`src/rtl/score_board_pkg.sv`:
```
package score_board_pkg;
  typedef logic [3:0] bcd_t;
  typedef logic [6:0] seg_t;

  localparam bcd_t BCD_MAX   = 4'd9;
  localparam seg_t SEG_DARK  = 7'h00;

  // active-high, bit0 = a ... bit6 = g
  function automatic seg_t seg_encode(input bcd_t d);
    seg_t s;
    case (d)
      4'd0: s = 7'h3F;
      4'd1: s = 7'h06;
      4'd2: s = 7'h5B;
      4'd3: s = 7'h4F;
      4'd4: s = 7'h66;
      4'd5: s = 7'h6D;
      4'd6: s = 7'h7D;
      4'd7: s = 7'h07;
      4'd8: s = 7'h7F;
      4'd9: s = 7'h6F;
      default: s = SEG_DARK;
    endcase
    return s;
  endfunction
endpackage

```
`src/rtl/clr_sync.sv`:
```
module clr_sync #(
  parameter int STAGES = 2
) (
  input  logic clk,
  input  logic rst_n,
  input  logic async_in,
  output logic sync_out
);
  logic [STAGES-1:0] chain_q;

  always_ff @(posedge clk or negedge rst_n) begin
    if (!rst_n) chain_q <= '0;
    else        chain_q <= {chain_q[STAGES-2:0], async_in};
  end

  assign sync_out = chain_q[STAGES-1];

  AST_SYNC_DELAY: assert property (@(posedge clk) disable iff (!rst_n)
    $past(chain_q[STAGES-2]) == chain_q[STAGES-1]) else $error("sync chain");
endmodule

```
`src/rtl/bcd_digit_ctr.sv`:
```
module bcd_digit_ctr
  import score_board_pkg::*;
(
  input  logic clk,
  input  logic rst_n,
  input  logic clr,
  input  logic inc,
  output bcd_t cnt,
  output logic carry
);
  bcd_t cnt_q;

  always_ff @(posedge clk or negedge rst_n) begin
    if (!rst_n)                cnt_q <= '0;
    else if (clr)              cnt_q <= '0;
    else if (inc && carry)     cnt_q <= '0;
    else if (inc)              cnt_q <= cnt_q + 4'd1;
  end

  assign carry = inc && (cnt_q == BCD_MAX);
  assign cnt   = cnt_q;

  AST_DIGIT_RANGE: assert property (@(posedge clk) disable iff (!rst_n)
    cnt_q <= BCD_MAX) else $error("digit range");
  AST_DIGIT_STEP: assert property (@(posedge clk) disable iff (!rst_n)
    (!clr && inc) |=> cnt_q == (($past(cnt_q) == BCD_MAX) ? 4'd0 : bcd_t'($past(cnt_q) + 4'd1))) else $error("digit step");
  AST_DIGIT_HOLD: assert property (@(posedge clk) disable iff (!rst_n)
    (!clr && !inc) |=> $stable(cnt_q)) else $error("digit hold");
  AST_CLEAR_WINS: assert property (@(posedge clk) disable iff (!rst_n)
    clr |=> cnt_q == 4'd0) else $error("clear priority");
endmodule

```
`src/rtl/seg_blank_stage.sv`:
```
module seg_blank_stage
  import score_board_pkg::*;
(
  input  bcd_t digit,
  input  logic rb_in,
  output logic rb_out,
  output seg_t seg
);
  assign rb_out = rb_in && (digit == 4'd0);
  assign seg    = rb_out ? SEG_DARK : seg_encode(digit);
endmodule

```
`src/rtl/score_board.sv`:
```
module score_board
  import score_board_pkg::*;
#(
  parameter int NUM_DIGITS  = 2,
  parameter int SYNC_STAGES = 2
) (
  input  logic                    clk,
  input  logic                    rst_n,
  input  logic                    score,
  input  logic                    clr_btn,
  output logic [6:0]              seg_units,
  output logic [NUM_DIGITS*7-1:0] seg_digits
);
  localparam int SEG_W = 7;
  localparam int MSD   = NUM_DIGITS - 1;

  logic                  clr_s;
  logic [NUM_DIGITS:0]   inc_chain;
  logic [NUM_DIGITS:0]   rb_chain;
  bcd_t                  cnt   [NUM_DIGITS];
  seg_t                  seg_w [NUM_DIGITS];

  clr_sync #(.STAGES(SYNC_STAGES)) u_sync (
    .clk(clk), .rst_n(rst_n), .async_in(clr_btn), .sync_out(clr_s)
  );

  assign inc_chain[0]          = score;
  assign rb_chain[NUM_DIGITS]  = 1'b1;

  for (genvar i = 0; i < NUM_DIGITS; i++) begin : g_digit
    bcd_digit_ctr u_ctr (
      .clk(clk), .rst_n(rst_n), .clr(clr_s),
      .inc(inc_chain[i]), .cnt(cnt[i]), .carry(inc_chain[i+1])
    );
    seg_blank_stage u_blank (
      .digit(cnt[i]), .rb_in(rb_chain[i+1]),
      .rb_out(rb_chain[i]), .seg(seg_w[i])
    );
    assign seg_digits[i*SEG_W +: SEG_W] = seg_w[i];
  end

  assign seg_units = seg_encode(4'd0);

  AST_TOP_BLANK: assert property (@(posedge clk) disable iff (!rst_n)
    (cnt[MSD] == 4'd0) |-> (seg_digits[MSD*SEG_W +: SEG_W] == SEG_DARK)) else $error("msd blank");
  AST_LIT_BELOW: assert property (@(posedge clk) disable iff (!rst_n)
    (cnt[MSD] != 4'd0) |-> (seg_digits[0 +: SEG_W] != SEG_DARK)) else $error("lower lit");
  AST_CARRY_UP: assert property (@(posedge clk) disable iff (!rst_n)
    (!clr_s && score && cnt[0] == BCD_MAX && cnt[MSD] != BCD_MAX) |=> cnt[MSD] == bcd_t'($past(cnt[MSD]) + 4'd1)) else $error("carry");
  AST_WRAP_ZERO: assert property (@(posedge clk) disable iff (!rst_n)
    (!clr_s && inc_chain[NUM_DIGITS]) |=> (seg_digits == '0)) else $error("wrap");
endmodule

```
`config.mk`:
```
export PLATFORM = sky130hd
export DESIGN_NAME = score_board
export DESIGN_NICKNAME = d
export VERILOG_FILES = /design/src/rtl/score_board_pkg.sv /design/src/rtl/clr_sync.sv /design/src/rtl/bcd_digit_ctr.sv /design/src/rtl/seg_blank_stage.sv /design/src/rtl/score_board.sv
export SDC_FILE = /design/constraint.sdc
export NUM_CORES = 1
export LEC_CHECK = 0
export BUFFER_PORTS_ARGS = -buffer_cell sky130_fd_sc_hd__buf_2
export CORE_MARGIN = 1.5
export CORE_UTILIZATION = 55
export CTS_BUF_LIST = sky130_fd_sc_hd__clkbuf_2
export DETAILED_ROUTE_END_ITERATION = 10
export GPL_TIMING_DRIVEN = 0
export HOLD_SLACK_MARGIN = 0.12
export PLACE_DENSITY_LB_ADDON = 0.12
export SLEW_MARGIN = 20
export SYNTH_ARGS = -nofsm -noshare
export SYNTH_HDL_FRONTEND = slang
export SYNTH_SLANG_ARGS = --single-unit
export TNS_END_PERCENT = 1
```
`constraint.sdc`:
```
create_clock -name clk -period 2 [get_ports clk]
set_clock_uncertainty 0.05 [all_clocks]
set_input_delay 0.3 -clock clk [delete_from_list [all_inputs] [get_ports clk]]
set_output_delay 0.3 -clock clk [all_outputs]
set_load 0.005 [all_outputs]
```
After elaboration in Yosys (flattened, before gate mapping)

Memories as Yosys holds them, arrays and structs flattened.
Index checks and enable logic that the tools add are counted.

Bits in registers: 10
Bits in read-only memories: 224
Bits of input ports: 4
Output and inout bits: 21
Logic and storage cells: 26
Memories kept: 2

Memories:

| memory          | words | bits a word | rd ports | clocked after memory_dff | wr ports | line                  | RTL |
|---|---|---|---|---|---|---|---|
| (no name shown) | 16    | 7           | 1        | 0                        | 0        | score_board_pkg.sv:11 | `case (d)` |
| (no name shown) | 16    | 7           | 1        | 0                        | 0        | score_board_pkg.sv:11 |  |

$add $sub $neg: 2
Equal/unequal tests: 2
Multiplexer cells: 8
Reductions and logical operators: 9

Operator list:

| kind                | count |
|---|---|
| $mux 4              | 6 |
| $mux 7              | 2 |
| $add 4x1->4 const B | 2 |
| $eq 4x4->1 const B  | 2 |
| $logic_not 4->1     | 2 |
| $reduce_bool 3->1   | 2 |
| $logic_and 1x1->1   | 5 |

Depth between registers and ports, before layout

Gate-level depths: netlist (run 1).

Depth in word-level cells: 6
Depth in mapped cells: 5
Depth with buffers taken out: 5

Cells and area by module

Synthesis (run 1) repeated with hierarchy kept, for this count alone.

Cell total of the unflattened synthesis: 117
Area total of the unflattened synthesis: 1178.6 µm²

Modules (own cells, without submodules):

| module          | instances | cells an instance | area an instance (µm²) | seq. area each (µm²) |
|---|---|---|---|---|
| seg_blank_stage | 2         | 28                | 287.8                  | 0.0 |
| bcd_digit_ctr   | 2         | 25                | 246.5                  | 100.1 |
| score_board     | 1         | 9                 | 60.1                   | 0.0 |
| clr_sync        | 1         | 2                 | 50.0                   | 50.0 |

Least setup slack after synthesis (run 1)

OpenSTA, ideal clock, no wires.

Path kind: flip-flop to output port
Start: register g_digit[1].u_ctr.cnt_q[1]
End: output port seg_digits[2]
Data arrival time: 1.312 ns
Required time: 1.650 ns
Slack: 0.338 ns
Cell stages (with the launch flop): 6
Buffers on the path: 0
Cells stage by stage: dfrtp_1 inv_1 ha_1 nor4b_4 nand2b_2 and2_1

Longest elaborated chain between the ends: 3

RTL lines:

| item                   | line                  | RTL |
|---|---|---|
| start, declared        | bcd_digit_ctr.sv:11   | `bcd_t cnt_q;` |
| start signal, assigned | bcd_digit_ctr.sv:17   | `else if (inc) cnt_q <= cnt_q + 4'd1;` |
| $logic_not 4->1        | seg_blank_stage.sv:9  | `assign rb_out = rb_in && (digit == 4'd0);` |
| $logic_and 1x1->1      | seg_blank_stage.sv:9  |  |
| $mux 7                 | seg_blank_stage.sv:10 | `assign seg = rb_out ? SEG_DARK : seg_encode(digit);` |
| end, declared          | score_board.sv:12     | `output logic [NUM_DIGITS*7-1:0] seg_digits` |

No other way between the ends.

Final worst setup path (run 1)

Start: register g_digit[1].u_ctr.cnt_q[0]
End: output port seg_digits[2]

The elaborated chain is that of the path after synthesis.

==> results of run 1 <==
[worst max-delay path: cells and delay by family (launching register included)]
kind	cells	cell delay, ps
buffers and inverters	2	200
AND/OR/NAND/NOR	3	530
flip-flops	1	450
adder cells (fa/ha/maj)	1	150
[power groups by stage]
stage	clock (uW)	combinational, uW	sequential [uW]
5_1_grt	112	123	215
4_1_cts	98.0	94.5	215
6_report	91.7	109	215
3_3_place_gp	0	88.7	218
2_1_floorplan	0	62.3	216
3_5_place_dp	0	91.0	218
[timing repair]
action	in CTS	in global routing
setup endpoints to repair	11	6
setup buffers	1	9
gates cloned	0	0
hold endpoints to repair	11	0
pin swaps	0	2
hold buffers	2	0
resized for setup	6	9
[how the worst min path moves through the flow]
stage,start,end,depth (start not counted)
floorplan,rst_n,g_digit[0].u_ctr.cnt[0],0
global placement,rst_n,g_digit[1].u_ctr.cnt[0],1
detailed placement,rst_n,g_digit[1].u_ctr.cnt[0],1
CTS,u_sync.chain_q[0],u_sync.chain_q[1],0
global route,u_sync.chain_q[0],u_sync.chain_q[1],0
finish,u_sync.chain_q[0],u_sync.chain_q[1],0
[logic make-up after synthesis]
logic type	share of synthesized area (%)
flops	25.0
other cells	0.749
xor+xnor	1.75
fa+ha+maj	16.2
buf+inv	11.2
simple gates	25.6
compound gates	19.5
[layout by cell type, fill, tap and decap left out, drive strengths merged, types with 2 or more instances in the layout]
cell type	synthesis	layout
buf	11	38
nand3	4	4
a21oi	7	7
dfrtp	10	10
o22ai	6	6
xor2	2	2
nor2b	2	2
dlygate4sd3	0	2
nand2	4	4
clkbuf	0	3
and2	2	2
ha	13	13
conb	2	7
o21ai	5	5
inv	9	9
o21a	5	5
nand2b	8	8
nor2	11	11
[layer usage]
layer  GRT usage, %  share of wire, %  up-vias
li1               -                 -      472
met1           28.7                45      445
met5              0                 0        -
met2           32.4                52       27
met3           2.38               3.1        0
met4           8.24                 0        0
[cell usage after synthesis, drive strengths merged, types with 2 or more instances]
master / n / area [sq um]
buf: 11 / 78.8
nand2b: 8 / 52.6
o21ai: 5 / 25.0
nand3: 4 / 20.0
ha: 13 / 163
inv: 9 / 33.8
nor2b: 2 / 12.5
a21oi: 7 / 35.0
o22ai: 6 / 37.5
conb: 2 / 7.51
o21a: 5 / 37.5
nor2: 11 / 41.3
xor2: 2 / 17.5
dfrtp: 10 / 250
and2: 2 / 12.5
nand2: 4 / 15.0
[flip-flops by register name (all words and copies together), names as in the netlist]
signal	flops
u_sync.chain_q	2
g_digit.u_ctr.cnt	8
[cell type report]
cell class | instances | area [sq um]
plain buffers | 11 | 78.8
clock buffers | 3 | 15.0
fillers | 143 | 443
inverters | 9 | 38.8
multi-input cells | 93 | 678
flip-flops and latches | 10 | 255
well taps | 25 | 31.3
repair buffers | 29 | 186
[through the flow]
step           worst slack, ps  total power (uW)
3_5_place_dp              34.7               309
6_report                  81.6               415
4_1_cts                  -6.94               407
2_1_floorplan              338               279
3_3_place_gp              77.4               307
5_1_grt                  -39.4               449
==> results.json, run 1 <==
{
  "async_flop_share_pct": 100,
  "drt-total-wl_mm": 2.12,
  "crit_type": "register to output pin",
  "worstSetupEndpointType": "output pin",
  "post-place-cells": 165,
  "syn_to_final_growth_pct": 28.1,
  "place_hpwl_mm": 1.51,
  "crit_slowest_cell": "dfrtp_2",
  "critPathMaxStageDelay_ps": 450,
  "max_freq_ghz": 0.521,
  "p_int_uw": 306,
  "clockBufferDepth": 2,
  "clkLatencyLatePin_ps": 220,
  "clkTransAtPathRegs_ps": 70,
  "p_seq_share_pct": 51.7,
  "drt_iter0_drc": 14,
  "rsz0062_at_grt": "true",
  "dr.pass1.iters": 5,
  "crit_chain": "inv_4, ha_4, nor4b_4, nand2b_4, and2_4, buf_6",
  "holdWs_ps": 310,
  "gp_congestion": 0.879,
  "reg2reg_from": "g_digit[0].u_ctr.cnt[1]",
  "final_hold_viol_count": 0,
  "arrival_ps": 1570,
  "vias": 944,
  "cts_tree": "built",
  "timing.rr.end": "g_digit[1].u_ctr.cnt[3]",
  "required_ps": 1650,
  "layoutNonFillerInstCount": 180,
  "p_sw_uw": 109,
  "drcViolationCount": 0,
  "hp-class": "register to register",
  "overflow": 0,
  "netlist_area_sq_mm": 0.00100,
  "setup_viol": 0,
  "cts.sinks": 10,
  "finalMaxSlewViolations": 0,
  "drive_gt1_share_pct": 34.8,
  "grt_max_degree": 11,
  "grt_pass1_vias": 771,
  "fin_setup_tns_ps": 0,
  "design.portCount": 25,
  "comb_power_share_pct": 26.2,
  "die_h_um": 45.7,
  "netlist_instances": 118,
  "grt_pass1_wl_mm": 3.14,
  "r2r_slack_ps": 490,
  "start_util_pct": 58.0,
  "rows": 15,
  "ant_nets": 0,
  "avgViaCountPerCell": 5.24,
  "synth_cell_types": 36,
  "powerDensity_mw_per_mm2": 323,
  "drv_cap": 0,
  "port_buffers": 17,
  "crit_path_start": "g_digit[1].u_ctr.cnt[0]",
  "critical_path.max_fanout": 6,
  "core_sq_mm": 0.00173,
  "period_share_pct": 95.9,
  "synth_seq_cells": 10,
  "crit_end": "seg_digits[2]",
  "r2r_cells": 5,
  "antenna_cells": 0,
  "ys_warn_count": 0,
  "leakage_uw": 0.000682,
  "worst_setup_path_start_kind": "register",
  "post_dp_cell_area_sq_mm": 0.00114,
  "root_buffer": "clkbuf_2",
  "finalInstanceArea_sq_mm": 0.00128,
  "ys_seq_area_share_pct": 25.0,
  "track_usage_pct": 20.6,
  "wire_per_inst_um": 11.8,
  "syn_area_per_cell_sq_um": 8.49,
  "ctsHtreeMaxLevel": 1,
  "fin_nets": 174,
  "antenna_found_initial": 0,
  "design.die.area_sq_mm": 0.00209,
  "outcome": "finished clean",
  "numCtsBuffers": 3,
  "synthFlopType": "dfrtp_1",
  "fin_crit_ps": 1920,
  "switching_share_pct": 26.2,
  "dieWidth_um": 45.7,
  "final_core_util_pct": 74.3,
  "synth_edf_count": 0,
  "ir_drop_v": 0.000397,
  "power.share.clock_pct": 22.1
}
No activity file was read; power rests on OpenSTA's default activity.
==> run 2: changes to the inputs <==
==> constraint.sdc (replaced) <==
create_clock -name clk -period 2 [get_ports clk]
set_clock_uncertainty 0.05 [all_clocks]
set_input_delay 0.5 -clock clk [delete_from_list [all_inputs] [get_ports clk]]
set_output_delay 0.5 -clock clk [all_outputs]
set_load 0.005 [all_outputs]
==> results.json, run 2 (synthesized netlist as in run 1, its figures left out) <==
{
  "outcome": "finished with violations",
  "violations": "setup timing",
  "fin_crit_ps": 2040,
  "ir_drop_v": 0.000399,
  "comb_power_share_pct": 26.7,
  "leakage_uw": 0.000676,
  "fin_ws_ps": -39.4,
  "ctsHtreeMaxLevel": 1,
  "drt_iter0_drc": 15,
  "clockBufferDepth": 2,
  "gp_congestion": 0.879,
  "holdWs_ps": 311,
  "overflow": 0,
  "drive_gt1_share_pct": 37.7,
  "clkTransAtPathRegs_ps": 70,
  "design.die.area_sq_mm": 0.00209,
  "worst_setup_path_start_kind": "register",
  "root_buffer": "clkbuf_2",
  "grt_max_degree": 11,
  "numCtsBuffers": 3,
  "power.total_uw": 417,
  "worstSetupEndpointType": "output pin",
  "grt_pass1_wl_mm": 3.41,
  "p_seq_share_pct": 51.2,
  "dr.pass1.iters": 4,
  "switching_share_pct": 26.5,
  "core_sq_mm": 0.00173,
  "place_hpwl_mm": 1.51,
  "period_share_pct": 102,
  "powerDensity_mw_per_mm2": 324,
  "design.portCount": 25,
  "drcViolationCount": 0,
  "crit_buf_inv": 2,
  "rsz0062_at_grt": "true",
  "p_sw_uw": 111,
  "die_h_um": 45.7,
  "vias": 936,
  "required_ps": 1450,
  "critPathTopFamily": "flip-flops",
  "drt-total-wl_mm": 2.17,
  "rows": 15,
  "clkLatencyLatePin_ps": 220,
  "crit_slowest_cell": "dfrtp_2",
  "final_core_util_pct": 74.6,
  "fin_setup_tns_ps": -60.3,
  "power.share.clock_pct": 22.1,
  "layout_common_cells": "buf_2 (18), buf_4 (17), ha_1 (11)",
  "syn_to_final_growth_pct": 28.5,
  "track_usage_pct": 22.7,
  "critical_path.max_fanout": 5,
  "critPathMaxStageDelay_ps": 440,
  "hp-class": "register to register",
  "max_freq_ghz": 0.490,
  "dieWidth_um": 45.7,
  "cts_tree": "built",
  "grt_pass1_vias": 837,
  "final_common_cell": "buf_2",
  "drv_cap": 0,
  "antenna_found_initial": 0,
  "p_int_uw": 307,
  "fin_nets": 173,
  "arrival_ps": 1490,
  "avgViaCountPerCell": 5.23,
  "port_buffers": 17,
  "antenna_cells": 0,
  "wire_per_inst_um": 12.1,
  "crit_chain": "buf_4, ha_1, nor2b_1, o22ai_1, and2_4, buf_6",
  "final_hold_viol_count": 0,
  "setup_viol": 5,
  "cts.sinks": 10,
  "ant_nets": 0,
  "start_util_pct": 58.0,
  "finalMaxSlewViolations": 0,
  "largest_reg_flops": 8,
  "crit_type": "register to output pin"
}
run 2: changes by cell type in the layout (fill, tap and decap cells not counted), sizes merged:
cell / previous run / this run
buf: 38 / 37
clkbuf: 3 / 4
dlygate4sd3: 2 / 1
run 2: path summary, 6_finish.rpt:
check,cells past startpoint,from,slack [ps],end
max,6,g_digit[0].u_ctr.cnt[1],-40,seg_digits[2]
min,0,u_sync.chain_q[0],310,u_sync.chain_q[1]
max reg2reg,5,g_digit[0].u_ctr.cnt[0],460,g_digit[1].u_ctr.cnt[2]
min reg2reg,0,u_sync.chain_q[0],310,u_sync.chain_q[1]
max in group asynchronous,2,rst_n,1100,g_digit[0].u_ctr.cnt[0]
min in group asynchronous,2,rst_n,600,g_digit[1].u_ctr.cnt[2]
run 2: stage by stage:
step	area, sq um	worst slack, ps	std cells
2_1_floorplan	1020	138	123
6_report	1290	-39.4	179
3_3_place_gp	1140	-123	165
5_1_grt	1290	-149	179
4_1_cts	1280	-33.8	179
3_5_place_dp	1140	-165	165
run 2: area by class of cell:
cell class	instances	area, sq um
Sequential cell	10	255
Multi-Input combinational cell	93	692
Timing Repair Buffer	28	176
Tap cell	25	31.3
Buffer	11	81.3
Inverter	9	36.3
Clock buffer	3	15.0
Fill cell	140	439
run 2: per-layer routing:
| layer | GRT usage [%] | part of all wire, % |
|---|---|---|
| met1 | 29.2 | 44 |
| met2 | 36.9 | 50 |
| met3 | 4.37 | 5.6 |
| met4 | 9.41 | 0 |
| met5 | 0 | 0 |
run 2: power by group through the flow:
stage | clock (uW) | sequential, uW | combinational [uW]
finish | 92.3 | 214 | 111
global placement | 0 | 218 | 88.7
detailed placement | 0 | 218 | 91.0
CTS | 98.0 | 213 | 110
floorplan | 0 | 216 | 62.3
global route | 112 | 214 | 125
run 2: worst register-to-register path, stage by stage (launching register included):
cell and delay [ps]:
dfrtp_2 440, buf_4 150, ha_1 230, and4b_1 230
a211oi_1 250, a41o_1 130
run 2: repair_timing:
| item | in CTS | in global routing |
|---|---|---|
| hold buffers | 1 | 0 |
| cloned | 0 | 0 |
| resized for setup | 15 | 5 |
| pin swaps | 6 | 3 |
| setup buffers | 10 | 0 |
| setup endpoints to repair | 13 | 14 |
| endpoints found under the hold margin | 10 | 0 |
